===== src/rtl/dbg_rst_pkg.sv =====
package dbg_rst_pkg;
  parameter int unsigned MDO_W       = 12;
  parameter int unsigned SYNC_STAGES = 2;
  parameter int unsigned LOCK_BIT    = 0;
endpackage


===== src/rtl/dbg_sync.sv =====
module dbg_sync #(
  parameter int unsigned STAGES = 2
) (
  input  logic clk_i,
  input  logic rst_ni,
  input  logic d_i,
  output logic q_o
);
  localparam int unsigned LAST = STAGES - 1;
  logic [STAGES-1:0] sr_q;

  generate
    for (genvar i = 0; i < STAGES; i++) begin : g_stage
      always_ff @(posedge clk_i or negedge rst_ni) begin
        if (!rst_ni) sr_q[i] <= 1'b0;
        else if (i == 0) sr_q[i] <= d_i;
        else sr_q[i] <= sr_q[(i == 0) ? 0 : i-1];
      end
    end
  endgenerate

  assign q_o = sr_q[LAST];
endmodule


===== src/rtl/dbg_rst_gen.sv =====
module dbg_rst_gen (
  input  logic rst_ni,
  input  logic jcomp_i,
  input  logic tap_tlr_i,
  input  logic lock_sync_i,
  input  logic pll_bypass_i,
  output logic dbg_rst_o
);
  logic clk_ok;
  assign clk_ok    = lock_sync_i | pll_bypass_i;
  // system reset deliberately not an input
  assign dbg_rst_o = ~rst_ni | ~jcomp_i | tap_tlr_i | ~clk_ok;
endmodule


===== src/rtl/dbg_own.sv =====
module dbg_own (
  input  logic clk_i,
  input  logic rst_ni,
  input  logic dbg_rst_i,
  input  logic jcomp_i,
  input  logic client_en_i,
  input  logic tdo_req_i,
  output logic own_o,
  output logic tdo_oe_o
);
  logic own_q;

  always_ff @(posedge clk_i or negedge rst_ni) begin
    if (!rst_ni)                      own_q <= 1'b0;
    else if (dbg_rst_i)               own_q <= 1'b0;
    else if (client_en_i && jcomp_i)  own_q <= 1'b1;
  end

  // gate so ownership drops the instant reset asserts
  assign own_o    = own_q & ~dbg_rst_i;
  assign tdo_oe_o = own_o & tdo_req_i;
endmodule


===== src/rtl/dbg_mdo_mux.sv =====
module dbg_mdo_mux #(
  parameter int unsigned W        = 12,
  parameter int unsigned LOCK_BIT = 0
) (
  input  logic         dbg_rst_i,
  input  logic         lock_i,
  input  logic [W-1:0] msg_i,
  output logic [W-1:0] mdo_o
);
  generate
    for (genvar i = 0; i < W; i++) begin : g_pad
      if (i == LOCK_BIT) begin : g_lock
        assign mdo_o[i] = dbg_rst_i ? lock_i : msg_i[i];
      end else begin : g_data
        assign mdo_o[i] = dbg_rst_i ? 1'b0 : msg_i[i];
      end
    end
  endgenerate
endmodule


===== src/rtl/dbg_rst_ctrl.sv =====
module dbg_rst_ctrl
  import dbg_rst_pkg::*;
#(
  parameter int unsigned W      = MDO_W,
  parameter int unsigned STAGES = SYNC_STAGES,
  parameter int unsigned LBIT   = LOCK_BIT
) (
  input  logic         clk_i,
  input  logic         rst_ni,
  input  logic         jcomp_i,
  input  logic         tap_tlr_i,
  input  logic         client_en_i,
  input  logic         tdo_req_i,
  input  logic         pll_lock_i,
  input  logic         pll_bypass_i,
  input  logic [W-1:0] msg_data_i,
  output logic         dbg_rst_o,
  output logic         tap_own_o,
  output logic         tdo_oe_o,
  output logic         aux_act_o,
  output logic [W-1:0] mdo_o
);
  logic lock_sync;
  logic dbg_rst;

  dbg_sync #(.STAGES(STAGES)) u_sync (
    .clk_i (clk_i), .rst_ni (rst_ni), .d_i (pll_lock_i), .q_o (lock_sync)
  );

  dbg_rst_gen u_rst (
    .rst_ni (rst_ni), .jcomp_i (jcomp_i), .tap_tlr_i (tap_tlr_i),
    .lock_sync_i (lock_sync), .pll_bypass_i (pll_bypass_i), .dbg_rst_o (dbg_rst)
  );

  dbg_own u_own (
    .clk_i (clk_i), .rst_ni (rst_ni), .dbg_rst_i (dbg_rst), .jcomp_i (jcomp_i),
    .client_en_i (client_en_i), .tdo_req_i (tdo_req_i),
    .own_o (tap_own_o), .tdo_oe_o (tdo_oe_o)
  );

  dbg_mdo_mux #(.W(W), .LOCK_BIT(LBIT)) u_mux (
    .dbg_rst_i (dbg_rst), .lock_i (lock_sync), .msg_i (msg_data_i), .mdo_o (mdo_o)
  );

  assign dbg_rst_o = dbg_rst;
  assign aux_act_o = ~dbg_rst;
endmodule


===== config.mk =====
export PLATFORM = sky130hd
export DESIGN_NAME = dbg_rst_ctrl
export DESIGN_NICKNAME = d
export VERILOG_FILES = /design/src/rtl/dbg_rst_pkg.sv /design/src/rtl/dbg_sync.sv /design/src/rtl/dbg_rst_gen.sv /design/src/rtl/dbg_own.sv /design/src/rtl/dbg_mdo_mux.sv /design/src/rtl/dbg_rst_ctrl.sv
export SDC_FILE = /design/constraint.sdc
export NUM_CORES = 1
export LEC_CHECK = 0
export BUFFER_PORTS_ARGS = -buffer_cell sky130_fd_sc_hd__buf_4
export CAP_MARGIN = 10
export CORE_AREA = 2 2 39 41
export CTS_BUF_LIST = sky130_fd_sc_hd__clkbuf_4 sky130_fd_sc_hd__clkbuf_8
export DETAILED_ROUTE_END_ITERATION = 6
export DIE_AREA = 0 0 41 43
export GPL_TIMING_DRIVEN = 1
export SLEW_MARGIN = 20
export SYNTH_ARGS = -nofsm -noshare
export SYNTH_HDL_FRONTEND = slang
export SYNTH_HIERARCHICAL = 1
export SYNTH_SLANG_ARGS = --single-unit
export TNS_END_PERCENT = 20

===== constraint.sdc =====
create_clock -name clk_i -period 1.2 [get_ports clk_i]
set_input_delay 0.12 -clock clk_i [delete_from_list [all_inputs] [get_ports clk_i]]
set_output_delay 0.12 -clock clk_i [all_outputs]
set_load 0.005 [all_outputs]

==> reports/results.md, run 1 <==
| Step | Metric | Value |
|:---|:---|:---|
| clock network | Clock root buffer | sky130_fd_sc_hd__clkbuf_4 |
| global routing | Number of antenna violations at the first check in global routing | 0 |
| clock network | H-tree levels | 1 |
| sta | Final clock skew | 2.37 ps |
| cells and area | Synth-to-Final Area Change | 154% |
| routing | Total Routed Length | 724 um |
| sta | Setup ws final | -272 ps |
| cells and area | Share of post-route cells with drive strength above 1 | 0.824 |
| synthesis | Post-Syn Area | 244 um2 |
| sta | Final Hold Viols | 0 |
| setup path | Maximum fanout count along the critical path | 7 |
| synthesis | Distinct cell type count of the synthesized netlist | 12 |
| synthesis | Number of synthesis warnings | 6 |
| global routing | First-pass GRT wire length | 986 um |
| setup path | Highest-delay cell along the critical path | sky130_fd_sc_hd__dfrtp_1 |
| global routing | Pin count of the biggest net entering global routing | 8 |
| global routing | Highest-utilization routing layer at the global route stage | met2 |
| clock network | Clock latency on the worst-skew pair | 230 ps |
| outcome | Violated checks | setup timing |
| setup path | Ordered list of cells on the worst path | o2111ai_2, buf_4, and2b_2, buf_4 |
| sta | Setup TNS after final layout | -3200 ps |
| die | FP Rows | 14 |
| pwr | Combinational cell fraction of total power | 0.274 |
| synthesis | Leading post-synthesis cells by cell area | sky130_fd_sc_hd__dfrtp_1 (31%), sky130_fd_sc_hd__nor2b_2 (29%), sky130_fd_sc_hd__mux2_4 (6.2%) |
| die | Area of the die | 1760 um2 |
| global routing | Total grt overflow | 0 |
| pwr | Sw frac | 0.203 |
| clock network | Number of buffers created by CTS | 3 |
| routing | Routed len/inst | 8.62 um |
| sta | Number of pins with negative max-slew slack in the final report | 0 |
| global routing | Total Routing Usage GR | 0.0874 |
| outcome | Outcome | finished, violations left |
| routing | Ratio of routed vias to standard cells | 3.81 |
| pwr | Worst VDD drop | 534 uV |
| sta | Max transition margin | 0.880 |
| die | Starting Density | 0.176 |
| sta | Setup violators final | 16 |
| pwr | Static leakage | 0.332 nW |
| global routing | GR Util met1 | 0.0710 |
| synthesis | Share of the synthesized area in the top cell type | 0.308 |
| pwr | Portion of total power attributed to the clock network | 0.473 |
| clock network | Maximum count of clock buffers along a single path | 2 |
| global routing | Global routing usage on met3 | 0.0157 |
| sta | Final critical-path required period | 1470 ps |
| cells and area | Net count, final | 89 |
| pwr | Switching power | 0.0000865 W |
| routing | Antenna viol nets, final | 0 |
| pwr | Power Internal | 0.000339 W |
| placement | Number of input and output port buffers inserted | 35 |
| die | Die height | 43 um |
| cells and area | Final-layout fill cell count | 148 |
| routing | Remaining design rule violation count | 0 |
| setup path | Worst setup EP type | output pin |
| routing | Starting DRT DRC Count | 0 |
| clock network | Clk sinks | 3 |
| synthesis | Gate count after technology mapping | 23 |
| global routing | Via count of the first global-routing pass | 288 |
| setup path | Most frequent cell on the critical path | sky130_fd_sc_hd__buf_4 |
| setup path | Critical path class | flop to output pin |
| synthesis | Syn Area/Cell | 10.6 um2 |
| cells and area | Antenna Cells | 0 |
| placement | Detail Placement HPWL | 616 um |
| synthesis | Number of register bits inferred by synthesis | 3 |
| synthesis | Sequential area share after synthesis | 0.308 |
| routing | First-pass iteration count of the detailed router | 1 |
| worst hold path | Worst hold path type | input port to flop |
| clock network | TritonCTS clock tree | yes |
| sta | Final critical-path share of the clock period | 1.23 |
| synthesis | Cell accounting for the most synthesized area | sky130_fd_sc_hd__dfrtp_1 |
| global routing | Global-route track usage on met2 | 0.147 |
| setup path | Category of the worst setup path launch point | flop |
| setup path | CP max stage delay | 370 ps |
| synthesis | Syn_nets | 43 |
| die | Horiz. Die Dim | 41 um |
| setup path | Worst endpoint data arrival time | 1350 ps |
| die | Top Ports | 36 |
| cells and area | Utilization of the core after routing | 0.448 |
| routing | Total number of vias | 320 |
| setup path | Data required time at the worst endpoint | 1080 ps |
| sta | Max Fclk | 680 MHz |
| sta | Setup repair after global routing missed its margin | yes |
| placement | Gpl congestion | 0.632 |
| sta | Slew of the pin with the lowest slew margin | 180 ps |
| clock network | Register clock-pin slew on the reported worst setup and hold paths | 40 ps |
| job | Number of violations of the max-capacitance limit | 0 |
| die | Area of the core | 1380 um2 |
| pwr | Seq pwr share | 0.253 |
| pwr | Power per cell area | 686 nW/um2 |
final cells by class:
type                    count  area [um2]  share of cell area
clock buffers               4        30.0              0.0485
inverters                   2        7.51              0.0121
multi-input cells          17         150               0.242
flip-flops and latches      3        75.1               0.121
well taps                  16        20.0              0.0323
repair buffers             42         337               0.543
logic make-up after synthesis:
logic type,after synthesis,synth area share
compound gates,2,0.0820
mux,1,0.0615
simple gates,14,0.472
buf+inv,3,0.0769
flops,3,0.308
layout by cell type, fill, tap and decap left out, drive strengths merged:
| cell | count |
|---|---|
| nor2 | 1 |
| and2 | 1 |
| buf | 40 |
| a21oi | 1 |
| mux2 | 1 |
| nor2b | 11 |
| dlygate4sd3 | 2 |
| and2b | 1 |
| o2111ai | 1 |
| clkbuf | 4 |
| inv | 2 |
| dfrtp | 3 |
path summary, 6_finish.rpt:
path	from	endpoint	slack, ps	cells after the start
max in group asynchronous	rst_ni	u_sync/sr_q[0]	820	2
min in group asynchronous	rst_ni	u_own/own_q	230	2
worst max-delay path	u_sync/q_o	mdo_o[1]	-270	4
worst min-delay path	client_en_i	u_own/own_q	130	3
worst min register to register	u_sync/sr_q[0]	u_sync/q_o	350	0
worst max register to register	u_sync/q_o	u_own/own_q	260	3
timing repair:
item | CTS | global route
endpoints found under the hold margin | 4 | 0
endpoints found under the setup margin | 16 | 16
hold buffers | 2 | 0
setup buffers | 0 | 1
resized for setup | 1 | 0
pin swaps | 0 | 0
per-stage QoR:
stage	cells	instance area (um2)	setup WS, ps	power, W	hold slack [ps]
after floorplan	23	244	6.43	0.000139	-176
after global placement	77	558	-15.0	0.000216	-82.0
after detailed placement	77	558	-40.4	0.000218	-81.3
after CTS	83	612	-290	0.000435	118
after global routing	84	619	-344	0.000459	124
final	84	619	-272	0.000425	126
sequential cells by signal, summed over array words and instances, names as in the netlist:
register     flops
u_own/own_q      1
u_sync/q_o       1
u_sync/sr_q      1
cell usage after synthesis:
cell                        n
sky130_fd_sc_hd__nor2b_2    8
sky130_fd_sc_hd__dfrtp_1    3
sky130_fd_sc_hd__inv_1      2
sky130_fd_sc_hd__nor2b_1    2
sky130_fd_sc_hd__a21oi_1    1
sky130_fd_sc_hd__and2_1     1
sky130_fd_sc_hd__and2b_2    1
sky130_fd_sc_hd__buf_6      1
sky130_fd_sc_hd__mux2_4     1
sky130_fd_sc_hd__nor2_1     1
sky130_fd_sc_hd__nor2b_4    1
sky130_fd_sc_hd__o2111ai_2  1
critical path, delay by kind of cell, from the launching register on:
family | cells | cell delay, ps
AO/OA/AOI/OAI | 1 | 190
flip-flops | 1 | 370
AND/OR/NAND/NOR | 1 | 220
buffers and inverters | 2 | 340
power groups by stage:
stage | logic (W) | registers, W | clock network [W]
3_3_place_gp | 0.000107 | 0.000109 | 0
5_1_grt | 0.000125 | 0.000108 | 0.000226
4_1_cts | 0.000116 | 0.000108 | 0.000212
2_1_floorplan | 0.0000308 | 0.000108 | 0
3_5_place_dp | 0.000109 | 0.000109 | 0
6_report | 0.000116 | 0.000107 | 0.000201
layer usage:
layer / wire (um) / share of wire
met1: 238 / 0.33
met4: 16 / 0.022
met5: 0 / 0
met3: 84 / 0.12
met2: 384 / 0.53
Power figures use the tool's default switching activity.
==> run 2: changes to the inputs <==
==> constraint.sdc (replaced) <==
create_clock -name clk_i -period 1.2 [get_ports clk_i]
set_input_delay 0.24 -clock clk_i [delete_from_list [all_inputs] [get_ports clk_i]]
set_output_delay 0.24 -clock clk_i [all_outputs]
set_load 0.005 [all_outputs]
==> reports/results.md, run 2 (synthesized netlist as in run 1, its figures left out) <==
| Step | Metric | Value |
|:---|:---|:---|
| placement | Number of input and output port buffers inserted | 35 |
| clock network | Clock latency on the worst-skew pair | 230 ps |
| routing | Ratio of routed vias to standard cells | 3.86 |
| sta | Setup repair after global routing missed its margin | yes |
| sta | Setup TNS after final layout | -5070 ps |
| sta | Final clock skew | 3.57 ps |
| clock network | Number of buffers created by CTS | 3 |
| die | Area of the core | 1380 um2 |
| setup path | Highest-delay cell along the critical path | sky130_fd_sc_hd__dfrtp_1 |
| setup path | Category of the worst setup path launch point | flop |
| cells and area | Net count, final | 88 |
| placement | Gpl congestion | 0.632 |
| clock network | Clock root buffer | sky130_fd_sc_hd__clkbuf_4 |
| cells and area | Commonest non-fill, non-tap cell in the layout | sky130_fd_sc_hd__buf_4 |
| setup path | Path depth of the worst reg2reg path | 4 |
| pwr | Power per cell area | 678 nW/um2 |
| die | Horiz. Die Dim | 41 um |
| pwr | Worst VDD drop | 516 uV |
| sta | Number of pins with negative max-slew slack in the final report | 0 |
| clock network | Clk sinks | 3 |
| placement | Worst setup slack before clock tree synthesis | -154 ps |
| sta | Max Fclk | 628 MHz |
| die | Starting Density | 0.176 |
| sta | Setup violators final | 16 |
| setup path | Buf/Inv on CP | 1 |
| cells and area | Share of post-route cells with drive strength above 1 | 0.866 |
| outcome | Violated checks | setup timing |
| global routing | Number of antenna violations at the first check in global routing | 0 |
| clock network | Maximum count of clock buffers along a single path | 2 |
| sta | Max transition margin | 0.829 |
| sta | Final critical-path share of the clock period | 1.33 |
| routing | First-pass iteration count of the detailed router | 1 |
| setup path | Family with the most delay on the worst path | flip-flops |
| sta | Final Hold Viols | 0 |
| clock network | H-tree levels | 1 |
| routing | Remaining design rule violation count | 0 |
| die | FP Rows | 14 |
| setup path | Capture instance of the worst register-to-register path | u_own/own_q |
| global routing | Pin count of the biggest net entering global routing | 11 |
| global routing | Via count of the first global-routing pass | 336 |
| pwr | Total power consumption of the routed design | 0.000429 W |
| pwr | Static leakage | 0.328 nW |
| die | Area of the die | 1760 um2 |
| setup path | CP max stage delay | 400 ps |
| cells and area | Most frequent cells in the layout | sky130_fd_sc_hd__buf_4 (33), sky130_fd_sc_hd__nor2b_2 (8), sky130_fd_sc_hd__buf_6 (7) |
| routing | Total Routed Length | 800 um |
| sta | Final critical-path required period | 1590 ps |
| setup path | Worst setup path startpoint | u_sync/q_o |
| setup path | Worst reg-to-reg setup slack | 120 ps |
| global routing | Total Routing Usage GR | 0.109 |
| cells and area | Antenna Cells | 0 |
| routing | Total number of vias | 320 |
| setup path | Worst endpoint data arrival time | 1350 ps |
| sta | Setup ws final | -392 ps |
| global routing | First-pass GRT wire length | 1240 um |
| job | Number of violations of the max-capacitance limit | 0 |
| setup path | Ordered list of cells on the worst path | o2111ai_4, mux2_4, buf_6 |
| clock network | Register clock-pin slew on the reported worst setup and hold paths | 40 ps |
| routing | Routed len/inst | 9.64 um |
| clock network | TritonCTS clock tree | yes |
| setup path | Worst reg2reg path startpoint | u_sync/q_o |
| global routing | Total grt overflow | 0 |
| die | Top Ports | 36 |
| worst hold path | Worst hold path type | input port to flop |
| cells and area | Post-layout instance area | 633 um2 |
| cells and area | Synth-to-Final Area Change | 159% |
| routing | Antenna viol nets, final | 0 |
| setup path | Data required time at the worst endpoint | 960 ps |
| setup path | Maximum fanout count along the critical path | 4 |
| outcome | Outcome | finished, violations left |
| die | Die height | 43 um |
| routing | Starting DRT DRC Count | 0 |
| worst hold path | Min-delay src | pll_lock_i |
| setup path | Critical path class | flop to output pin |
| worst hold path | Hold depth | 1 |
| placement | Total placed instance area | 549 um2 |
| setup path | Worst setup EP type | output pin |
| sta | Slew of the pin with the lowest slew margin | 256 ps |
| worst hold path | Capture endpoint of the worst hold path | u_sync/sr_q[0] |
## run 2: worst max path at each step
stage	end	slack [ps]	cells past startpoint
after floorplan	mdo_o[0]	-60	2
after global placement	tdo_oe_o	-130	5
after detailed placement	tdo_oe_o	-150	5
after CTS	tdo_oe_o	-390	5
after global routing	mdo_o[0]	-450	3
final	mdo_o[0]	-390	3
## run 2: power by group
group / leakage (nW) / switching [W] / total (W) / internal, W
clock network: 0.0184 / 0.0000547 / 0.000202 / 0.000147
logic: 0.272 / 0.0000341 / 0.000119 / 0.0000852
registers: 0.0372 / 0.00000242 / 0.000108 / 0.000106
total: 0.328 / 0.0000911 / 0.000429 / 0.000338
## run 2: layout make-up
cell class / count / area [um2]
Tap cell: 16 / 20.0
Fill cell: 143 / 751
Timing Repair Buffer: 41 / 337
Sequential cell: 3 / 75.1
Multi-Input combinational cell: 17 / 164
Inverter: 2 / 7.51
Clock buffer: 4 / 30.0
## run 2: timing repair
item | CTS | global route
setup endpoints to repair | 16 | 16
pin swaps | 0 | 2
gates resized for setup | 3 | 6
endpoints found under the hold margin | 3 | 0
setup buffers | 1 | 1
hold buffers | 1 | 0
## run 2: metrics by stage
stage	hold WS [ps]	cells	utilization
after detailed placement	144	76	0.397
after global routing	95.8	83	0.458
after CTS	106	82	0.439
after global placement	146	76	0.397
final	116	83	0.458
after floorplan	-55.6	23	-
## run 2: routing by layer
metal	vias to the layer above	part of all wire	track usage
li1	158	-	-
met1	141	0.31	0.0935
met2	21	0.59	0.178
met3	0	0.10	0.0366
met4	0	0	0.100
met5	-	0	0
